[src/rtl/fe_pkg.sv]
package fe_pkg;
  localparam int          CMD_W       = 32;
  localparam int          ID_HI       = 29;
  localparam int          ID_LO       = 24;
  localparam int          ID_W        = ID_HI - ID_LO + 1;
  localparam logic [ID_W-1:0] PKT_ID  = ID_W'(3);
  localparam int          AF_DEC_BIT  = 31;
  localparam int          FORCE_BIT   = 30;
  localparam int          TA_LO       = 8;
  localparam int          TA_MAX      = 16;

  typedef struct packed {
    logic               hit;
    logic               af_dec;
    logic               force_val;
    logic [TA_MAX-1:0]  ta_dec;
  } fe_cmd_t;
endpackage

[src/rtl/fe_cmd_dec.sv]
module fe_cmd_dec
  import fe_pkg::*;
(
  input  logic             valid_i,
  input  logic [CMD_W-1:0] word_i,
  output fe_cmd_t          cmd_o
);
  always_comb begin
    cmd_o.hit       = valid_i && (word_i[ID_HI:ID_LO] == PKT_ID);
    cmd_o.af_dec    = cmd_o.hit && word_i[AF_DEC_BIT];
    cmd_o.force_val = word_i[FORCE_BIT];
    cmd_o.ta_dec    = cmd_o.hit ? word_i[TA_LO +: TA_MAX] : '0;
  end
endmodule

[src/rtl/fe_sat_cnt.sv]
module fe_sat_cnt #(
  parameter int W = 7
) (
  input  logic         clk_i,
  input  logic         rst_ni,
  input  logic         clr_i,
  input  logic         inc_i,
  input  logic         dec_i,
  output logic [W-1:0] cnt_o,
  output logic         nz_o
);
  localparam logic [W-1:0] MaxVal = {W{1'b1}};

  logic [W-1:0] cnt_q;

  always_ff @(posedge clk_i or negedge rst_ni) begin
    if (!rst_ni)                             cnt_q <= '0;
    else if (clr_i)                          cnt_q <= '0;
    else if (inc_i && !dec_i && cnt_q != MaxVal) cnt_q <= cnt_q + 1'b1;
    else if (dec_i && !inc_i && cnt_q != '0)     cnt_q <= cnt_q - 1'b1;
  end

  assign cnt_o = cnt_q;
  assign nz_o  = |cnt_q;
endmodule

[src/rtl/fe_eof_gen.sv]
module fe_eof_gen (
  input  logic clk_i,
  input  logic rst_ni,
  input  logic dec_on_i,
  input  logic frame_end_i,
  input  logic afm_en_i,
  output logic eof_req_o
);
  logic req_q;

  always_ff @(posedge clk_i or negedge rst_ni) begin
    if (!rst_ni) req_q <= 1'b0;
    else         req_q <= dec_on_i && frame_end_i && afm_en_i;
  end

  assign eof_req_o = req_q;
endmodule

[src/rtl/frame_enable_bank.sv]
module frame_enable_bank
  import fe_pkg::*;
#(
  parameter int NUM_TA = 16,
  parameter int CNT_W  = 7,
  parameter int IDX_W  = $clog2(NUM_TA)
) (
  input  logic             clk_i,
  input  logic             rst_ni,
  input  logic             dec_on_i,
  input  logic             cmd_valid_i,
  input  logic [CMD_W-1:0] cmd_word_i,
  input  logic             ta_inc_valid_i,
  input  logic [IDX_W-1:0] ta_inc_idx_i,
  input  logic             af_inc_i,
  input  logic             frame_end_i,
  output logic             afm_en_o,
  output logic             eof_req_o
);
  fe_cmd_t           cmd;
  logic [NUM_TA-1:0] ta_nz;
  logic              af_nz;
  logic [CNT_W-1:0]  af_cnt;
  logic              force_q;
  logic              clr;

  assign clr = !dec_on_i;

  fe_cmd_dec u_dec (
    .valid_i (cmd_valid_i),
    .word_i  (cmd_word_i),
    .cmd_o   (cmd)
  );

  for (genvar i = 0; i < NUM_TA; i++) begin : g_ta
    logic [CNT_W-1:0] cnt_unused;
    logic             ta_inc;
    assign ta_inc = ta_inc_valid_i && (ta_inc_idx_i == IDX_W'(i));
    fe_sat_cnt #(.W(CNT_W)) u_cnt (
      .clk_i  (clk_i),
      .rst_ni (rst_ni),
      .clr_i  (clr),
      .inc_i  (ta_inc),
      .dec_i  (cmd.ta_dec[i]),
      .cnt_o  (cnt_unused),
      .nz_o   (ta_nz[i])
    );
  end

  fe_sat_cnt #(.W(CNT_W)) u_af_cnt (
    .clk_i  (clk_i),
    .rst_ni (rst_ni),
    .clr_i  (clr),
    .inc_i  (af_inc_i),
    .dec_i  (cmd.af_dec),
    .cnt_o  (af_cnt),
    .nz_o   (af_nz)
  );

  always_ff @(posedge clk_i or negedge rst_ni) begin
    if (!rst_ni)      force_q <= 1'b0;
    else if (clr)     force_q <= 1'b0;
    else if (cmd.hit) force_q <= cmd.force_val;
  end

  assign afm_en_o = force_q || af_nz || (|ta_nz);

  fe_eof_gen u_eof (
    .clk_i       (clk_i),
    .rst_ni      (rst_ni),
    .dec_on_i    (dec_on_i),
    .frame_end_i (frame_end_i),
    .afm_en_i    (afm_en_o),
    .eof_req_o   (eof_req_o)
  );
endmodule


[config.mk]
export PLATFORM = sky130hd
export DESIGN_NAME = frame_enable_bank
export DESIGN_NICKNAME = d
export VERILOG_FILES = /design/src/rtl/fe_pkg.sv /design/src/rtl/fe_cmd_dec.sv /design/src/rtl/fe_sat_cnt.sv /design/src/rtl/fe_eof_gen.sv /design/src/rtl/frame_enable_bank.sv
export SDC_FILE = /design/constraint.sdc
export NUM_CORES = 1
export LEC_CHECK = 0
export BUFFER_PORTS_ARGS = -buffer_cell sky130_fd_sc_hd__clkbuf_2
export CORE_UTILIZATION = 50
export DETAILED_ROUTE_END_ITERATION = 10
export PLACE_DENSITY = 0.64
export SLEW_MARGIN = 20
export SYNTH_ARGS = -nofsm -noshare
export SYNTH_HDL_FRONTEND = slang
export SYNTH_SLANG_ARGS = --single-unit
[constraint.sdc]
create_clock -name clk_i -period 2.7 [get_ports clk_i]
set_input_delay 0.27 -clock clk_i [delete_from_list [all_inputs] [get_ports clk_i]]
set_output_delay 0.27 -clock clk_i [all_outputs]
set_load 0.02 [all_outputs]
==> impl_metrics.json, run 1 <==
{
  "grt_pass1_vias": 8993,
  "r2r_slack_ns": 0.19,
  "hp-start": "cmd_word_i[30]",
  "seq_area_sq_mm": 0.00303,
  "wl_per_cell_um": 15.1,
  "synth_cells": 1151,
  "multi_input_area_sq_mm": 0.00657,
  "clock_path_buffers": 2,
  "dieWidth_um": 142,
  "min_path_cells": 3,
  "critPathTopFamily": "simple AND/OR/NAND/NOR gates",
  "max_stage_delay_ns": 0.43,
  "timing.rr.end": "g_ta[4].u_cnt.cnt_o[6]",
  "syn_area_per_cell_sq_um": 8.49,
  "die_y_um": 142,
  "cts_root_buffer": "clkbuf_16",
  "synth_cell_types": 46,
  "fill_cells": 1556,
  "worstSetupStartpointType": "register",
  "grt_pass1_wl_mm": 42.4,
  "vias_per_cell": 5.54,
  "port_buffers": 36,
  "drive_gt1_frac": 0.262,
  "worstRegToRegCells": 10,
  "dp.cells": 1586,
  "slew_violations": 0,
  "ys.flop_type": "dfrtp_1",
  "dr.pass1.iters": 5,
  "finalCritPeriodShare": 1.02,
  "fp-row-count": 50,
  "initial_core_util": 0.516,
  "power_leakage_nw": 5.85,
  "drc": 0,
  "cp_slowest_cell": "dfrtp_1",
  "holdWs_ns": 0.0950,
  "ir_worst_vdd_uv": 597,
  "dpl.hpwl_mm": 18.5,
  "power_density_mw_per_mm2": 849,
  "ys_seq_area_frac": 0.310,
  "place.gp.congestion": 0.843,
  "via_count": 8988,
  "violations": "negative setup slack",
  "timing.rr.start": "g_ta[4].u_cnt.cnt_o[5]",
  "cp-end-kind": "output port",
  "clock_sinks": 121,
  "finalSetupViolCount": 1,
  "antenna_found_initial": 0,
  "min_period_ns": 2.75,
  "yosysMostFrequentCell": "dfrtp_1",
  "hold_viol_final": 0,
  "rsz0062_at_grt": "yes",
  "syn_to_final_growth_pct": 28.9,
  "setup_ws_ns": -0.0505,
  "gr-total-overflow": 0,
  "netlist.area_leader.share": 0.310,
  "crit_type": "register to output port",
  "arrival_ns": 2.48,
  "path_buf_inv": 2,
  "power_mw": 10.7,
  "required_ns": 2.43,
  "path_max_fanout": 4,
  "dr.first_iter.drc_count": 458,
  "hold-path-endpoint": "force_q",
  "fin_cells": 1621,
  "skew_ns": 0.0102,
  "cts_tree": "yes",
  "wl_mm": 24.4,
  "cp_common_cell": "nand4_1",
  "layout.nets": 1510,
  "synth_seq_cells": 121,
  "fmax_ghz": 0.364,
  "synth_top_area_cell": "dfrtp_1",
  "clk_pin_slew_worst_paths_ns": 0.06,
  "synth_common_cells": "121 x dfrtp_1, 109 x inv_1, 106 x nand2_1",
  "numCtsBuffers": 17,
  "async_flop_share": 1.00,
  "pin_count": 45,
  "grt_max_degree": 69,
  "max_slew_margin": 0.560,
  "place_area_sq_mm": 0.0120,
  "fp.dieArea_sq_mm": 0.0201,
  "cts_max_level": 4,
  "design_area_sq_mm": 0.0126,
  "status": "finished with violations",
  "antenna_left": 0,
  "hold_class": "input port to register",
  "clk-insertion-delay-late_ns": 0.42,
  "postLayoutCoreUtil": 0.664,
  "maxCapViolations": 0,
  "yosysWarnings": 0,
  "syn-cell-area_sq_mm": 0.00977,
  "grt_usage": 0.264,
  "synth-edff-count": 0,
  "crit_chain": "nor4_2 > nand4_1 > nor4_1 > buf_4 > nand4_1 > clkbuf_8",
  "synth_area_leaders": "dfrtp_1 31%, ha_1 13%, nand3_1 4.7%",
  "synth_nets": 1313,
  "tightest_slew_ns": 0.660,
  "core_area_sq_mm": 0.0190
}
[worst max-delay path by stage]
stage / slack (ns) / cells past startpoint / startpoint / end
6_report: -0.05 / 6 / g_ta[15].u_cnt.cnt_o[3] / afm_en_o
5_1_grt: -0.10 / 6 / g_ta[12].u_cnt.cnt_o[6] / afm_en_o
4_1_cts: -0.07 / 6 / g_ta[12].u_cnt.cnt_o[6] / afm_en_o
3_5_place_dp: -0.32 / 13 / cmd_word_i[28] / g_ta[7].u_cnt.cnt_o[6]
3_3_place_gp: -0.25 / 13 / cmd_word_i[28] / g_ta[7].u_cnt.cnt_o[6]
2_1_floorplan: -0.11 / 13 / cmd_word_i[28] / u_af_cnt.cnt_o[6]
[state kept, by name, summed over array words and instances (netlist names)]
register          flops
force_q               1
u_eof.eof_req_o       1
u_af_cnt.cnt_o        7
g_ta.u_cnt.cnt_o    112
[routing by layer]
layer,vias up,GRT usage,wire length (um)
met4,0,0.0753,286
li1,4544,-,-
met2,100,0.442,11800
met1,4325,0.346,11600
met5,-,0,0
met3,19,0.0499,731
[tightest hold or removal path, cell delays in order]
cell and delay (ns):
clkbuf_2 0.08, mux2i_1 0.05, nor2_1 0.07
[power by group]
group | internal (mW) | switching, mW | total (mW)
combinational | 2.88 | 2.62 | 5.51
clock | 1.35 | 0.844 | 2.19
sequential | 2.36 | 0.637 | 3.00
total | 6.60 | 4.10 | 10.7
[layout make-up]
class / instances / area share
multi-input combinational: 876 / 0.521
sequential: 121 / 0.240
timing repair buffer: 223 / 0.135
clock buffer: 23 / 0.0387
inverter: 109 / 0.0325
tap: 260 / 0.0258
clock inverter: 8 / 0.00556
antenna: 1 / 0.000199
[what timing repair did]
item                       4_1_cts  5_1_grt
pin swaps                        7        2
buffers inserted                 1        1
gates resized for setup          8        2
hold buffers                     1        0
hold endpoints to repair        66        0
setup endpoints to repair        1        1
[logic make-up after synthesis]
kind of cell | share of synthesized area
AO/OA/AOI/OAI | 0.160
XOR/XNOR | 0.0511
adder cells (fa/ha/maj) | 0.165
buffers and inverters | 0.0629
flip-flops | 0.310
multiplexers | 0.0201
AND/OR/NAND/NOR | 0.231
[cell usage in the layout (no fill, tap or decap), types with 33 or more instances in the layout]
cell type,count
buf_4,179
dfrtp_1,121
inv_1,108
nand2_1,106
ha_1,99
nand3_1,91
nand4_1,67
o21ai_0,54
nor2_1,40
a21oi_1,37
xnor2_1,37
clkbuf_2,33
[stage by stage]
step                      setup TNS (ns)  worst slack [ns]
final                            -0.0505           -0.0505
after global routing              -0.103            -0.103
after CTS                        -0.0729           -0.0729
after detailed placement           -8.42            -0.315
after global placement             -6.03            -0.252
after floorplan                   -0.282            -0.113
Note: power is estimated with default switching activity, not from simulation.
==> run 2: changes to the inputs <==
Settings changed: ABC_AREA set to 1.
==> run 2 against run 1 <==
  * The run now ends clean
  * Sequential power is 16% lower
  * Critical path depth is 7 higher
  * Die area up 11%
  * Non-clock buffer count decreased by 177
  * Clock power up 2%
  * Cell area fell by 4.4%
  * Fmax up 20%
  * First-iteration DRC count rose by 4.6%
  * Clock skew decreased by 0.0032 ns
  * Synthesized cell count is 34% higher
  * Area after synthesis increased by 12%
==> impl_metrics.json, run 2 <==
{
  "async_flop_share": 1.00,
  "netlist.area_leader.share": 0.277,
  "power_mw": 8.42,
  "skew_ns": 0.00697,
  "status": "completed",
  "grt_max_degree": 74,
  "crit_chain": "nand2_1 > nor2_1 > a21boi_0 > nand2_1 > buf_4 > ha_1 > nand2_1 > nor3_1 > nand2_1 > nand3_1 > nand3_1 > nand3_1 > nand2_1",
  "tightest_slew_ns": 0.723,
  "design_area_sq_mm": 0.0120,
  "crit_type": "register to register",
  "die_y_um": 150,
  "port_buffers": 36,
  "combPwrFrac": 0.435,
  "synth_common_cells": "402 x nand2_1, 194 x inv_1, 159 x nor2_1",
  "synth_area_leaders": "dfrtp_1 28%, nand2_1 14%, ha_1 12%",
  "antenna_found_initial": 2,
  "worstSetupStartpointType": "register",
  "maxCapViolations": 0,
  "dr.first_iter.drc_count": 479,
  "wl_per_cell_um": 13.7,
  "grt_pass1_vias": 9300,
  "power_frac_seq": 0.301,
  "synth_seq_cells": 121,
  "dpl.hpwl_mm": 19.5,
  "cts_setup_buffers": 0,
  "place.gp.congestion": 0.896,
  "setup_ws_ns": 0.407,
  "drive_gt1_frac": 0.103,
  "fp.dieArea_sq_mm": 0.0224,
  "syn_area_per_cell_sq_um": 7.09,
  "path_max_fanout": 11,
  "hold_viol_final": 0,
  "ys_seq_area_frac": 0.277,
  "dr.pass1.iters": 5,
  "antenna_left": 0,
  "required_ns": 3.01,
  "synth_cells": 1539,
  "cts_tree": "yes",
  "final_common_cell": "nand2_1",
  "max_stage_delay_ns": 0.45,
  "power_leakage_nw": 6.21,
  "via_count": 9865,
  "power.internal_mw": 5.09,
  "grt_pass1_wl_mm": 43.4,
  "seq_area_sq_mm": 0.00303,
  "syn-cell-area_sq_mm": 0.0109,
  "synth_top_area_cell": "dfrtp_1",
  "finalCritPeriodShare": 0.849,
  "pin_count": 45,
  "largest_reg_flops": 112,
  "clk-insertion-delay-late_ns": 0.41,
  "synth-edff-count": 0,
  "place_area_sq_mm": 0.0115,
  "wl_mm": 25.8,
  "power_density_mw_per_mm2": 700,
  "synth_nets": 1701,
  "synth_cell_types": 36,
  "cp-end-kind": "register",
  "slew_violations": 0,
  "numCtsBuffers": 17,
  "core_area_sq_mm": 0.0212,
  "power_switching_mw": 3.33,
  "layout.nets": 1757,
  "cts_root_buffer": "clkbuf_16",
  "grt_usage": 0.242,
  "dieWidth_um": 150,
  "r2r_slack_ns": 0.41,
  "gr-total-overflow": 0,
  "yosysMostFrequentCell": "nand2_1",
  "min_period_ns": 2.29,
  "cp_slowest_cell": "dfrtp_1",
  "finalSetupTns_ns": 0,
  "yosysWarnings": 0,
  "multi_input_area_sq_mm": 0.00701,
  "max_slew_margin": 0.518,
  "clock_path_buffers": 2,
  "clk_pin_slew_worst_paths_ns": 0.06,
  "vias_per_cell": 5.24,
  "initial_core_util": 0.514,
  "cp_common_cell": "nand2_1",
  "clock_sinks": 121,
  "arrival_ns": 2.60,
  "final_cell_mix": "402 x nand2_1, 194 x inv_1, 159 x nor2_1",
  "place_ws_ns": 0.235,
  "fmax_ghz": 0.436,
  "ys.flop_type": "dfrtp_1",
  "fill_cells": 2105,
  "hold_class": "input port to register",
  "antenna_cells": 0,
  "clkPwrFrac": 0.264,
  "fp-row-count": 53,
  "syn_to_final_growth_pct": 10.3,
  "p_sw_frac": 0.396,
  "postLayoutCoreUtil": 0.567,
  "drc": 0,
  "cts_max_level": 4,
  "ir_worst_vdd_uv": 355,
  "rsz0062_at_grt": "no",
  "finalSetupViolCount": 0
}
==> run 2: repair_timing <==
action	4_1_cts	5_1_grt
hold buffers	1	0
hold endpoints to repair	70	0
resized for setup	0	0
==> run 2: logic make-up (layout without fill, tap and decap cells) <==
kind of cell / Yosys count / after routing / share of synthesized area
adders and majority gates: 119 / 119 / 0.148
buffers and inverters: 221 / 290 / 0.0801
and+or+nand+nor: 781 / 781 / 0.323
AOI/OAI and AO/OA: 232 / 232 / 0.119
DFF: 121 / 121 / 0.277
xor gates and xnor gates: 65 / 65 / 0.0522
==> run 2: worst paths after layout <==
kind	startpoint	to	cells past startpoint
max	u_af_cnt.cnt_o[0]	u_af_cnt.cnt_o[6]	13
min	frame_end_i	u_eof.eof_req_o	3
max reg2reg	u_af_cnt.cnt_o[0]	u_af_cnt.cnt_o[6]	13
min reg2reg	g_ta[2].u_cnt.cnt_o[6]	g_ta[2].u_cnt.cnt_o[6]	2
max in group asynchronous	rst_ni	g_ta[4].u_cnt.cnt_o[4]	3
min in group asynchronous	rst_ni	g_ta[12].u_cnt.cnt_o[2]	2
==> run 2: area by class of cell <==
class | instances | share of cell area
Tap cell | 275 | 0.0286
Timing Repair Buffer | 46 | 0.0240
Clock inverter | 8 | 0.00790
Sequential cell | 121 | 0.252
Clock buffer | 24 | 0.0392
Multi-Input combinational cell | 1197 | 0.583
Inverter | 212 | 0.0661
==> run 2: routing by layer <==
metal  routed length [um]  part of all wire  track usage
met4                  225            0.0087       0.0520
met2                12200              0.47        0.408
met3                  846             0.033       0.0430
met1                12500              0.48        0.322
met5                   25           0.00097            0
==> run 2: worst max-delay path: cells and delay by family, from the launching register on <==
kind                       cells  cell delay, ns
AOI/OAI and AO/OA              1            0.20
adders and majority gates      1            0.38
buffers and inverters          1            0.23
DFF                            1            0.45
and+or+nand+nor               10            0.92
==> run 2: stage by stage <==
| step | hold WS (ns) | instances |
|---|---|---|
| global placement | 0.371 | 1850 |
| floorplan | -0.0256 | 1539 |
| detailed placement | 0.362 | 1850 |
| global route | 0.0575 | 1883 |
| finish | 0.0714 | 1883 |
| CTS | 0.0592 | 1883 |
==> run 2: power groups by stage <==
stage,Sequential (mW),Combinational [mW],Clock [mW]
floorplan,2.44,2.99,0
global placement,2.55,3.57,0
finish,2.53,3.66,2.23
CTS,2.52,3.67,2.27
global route,2.59,4.25,2.36
detailed placement,2.55,3.65,0
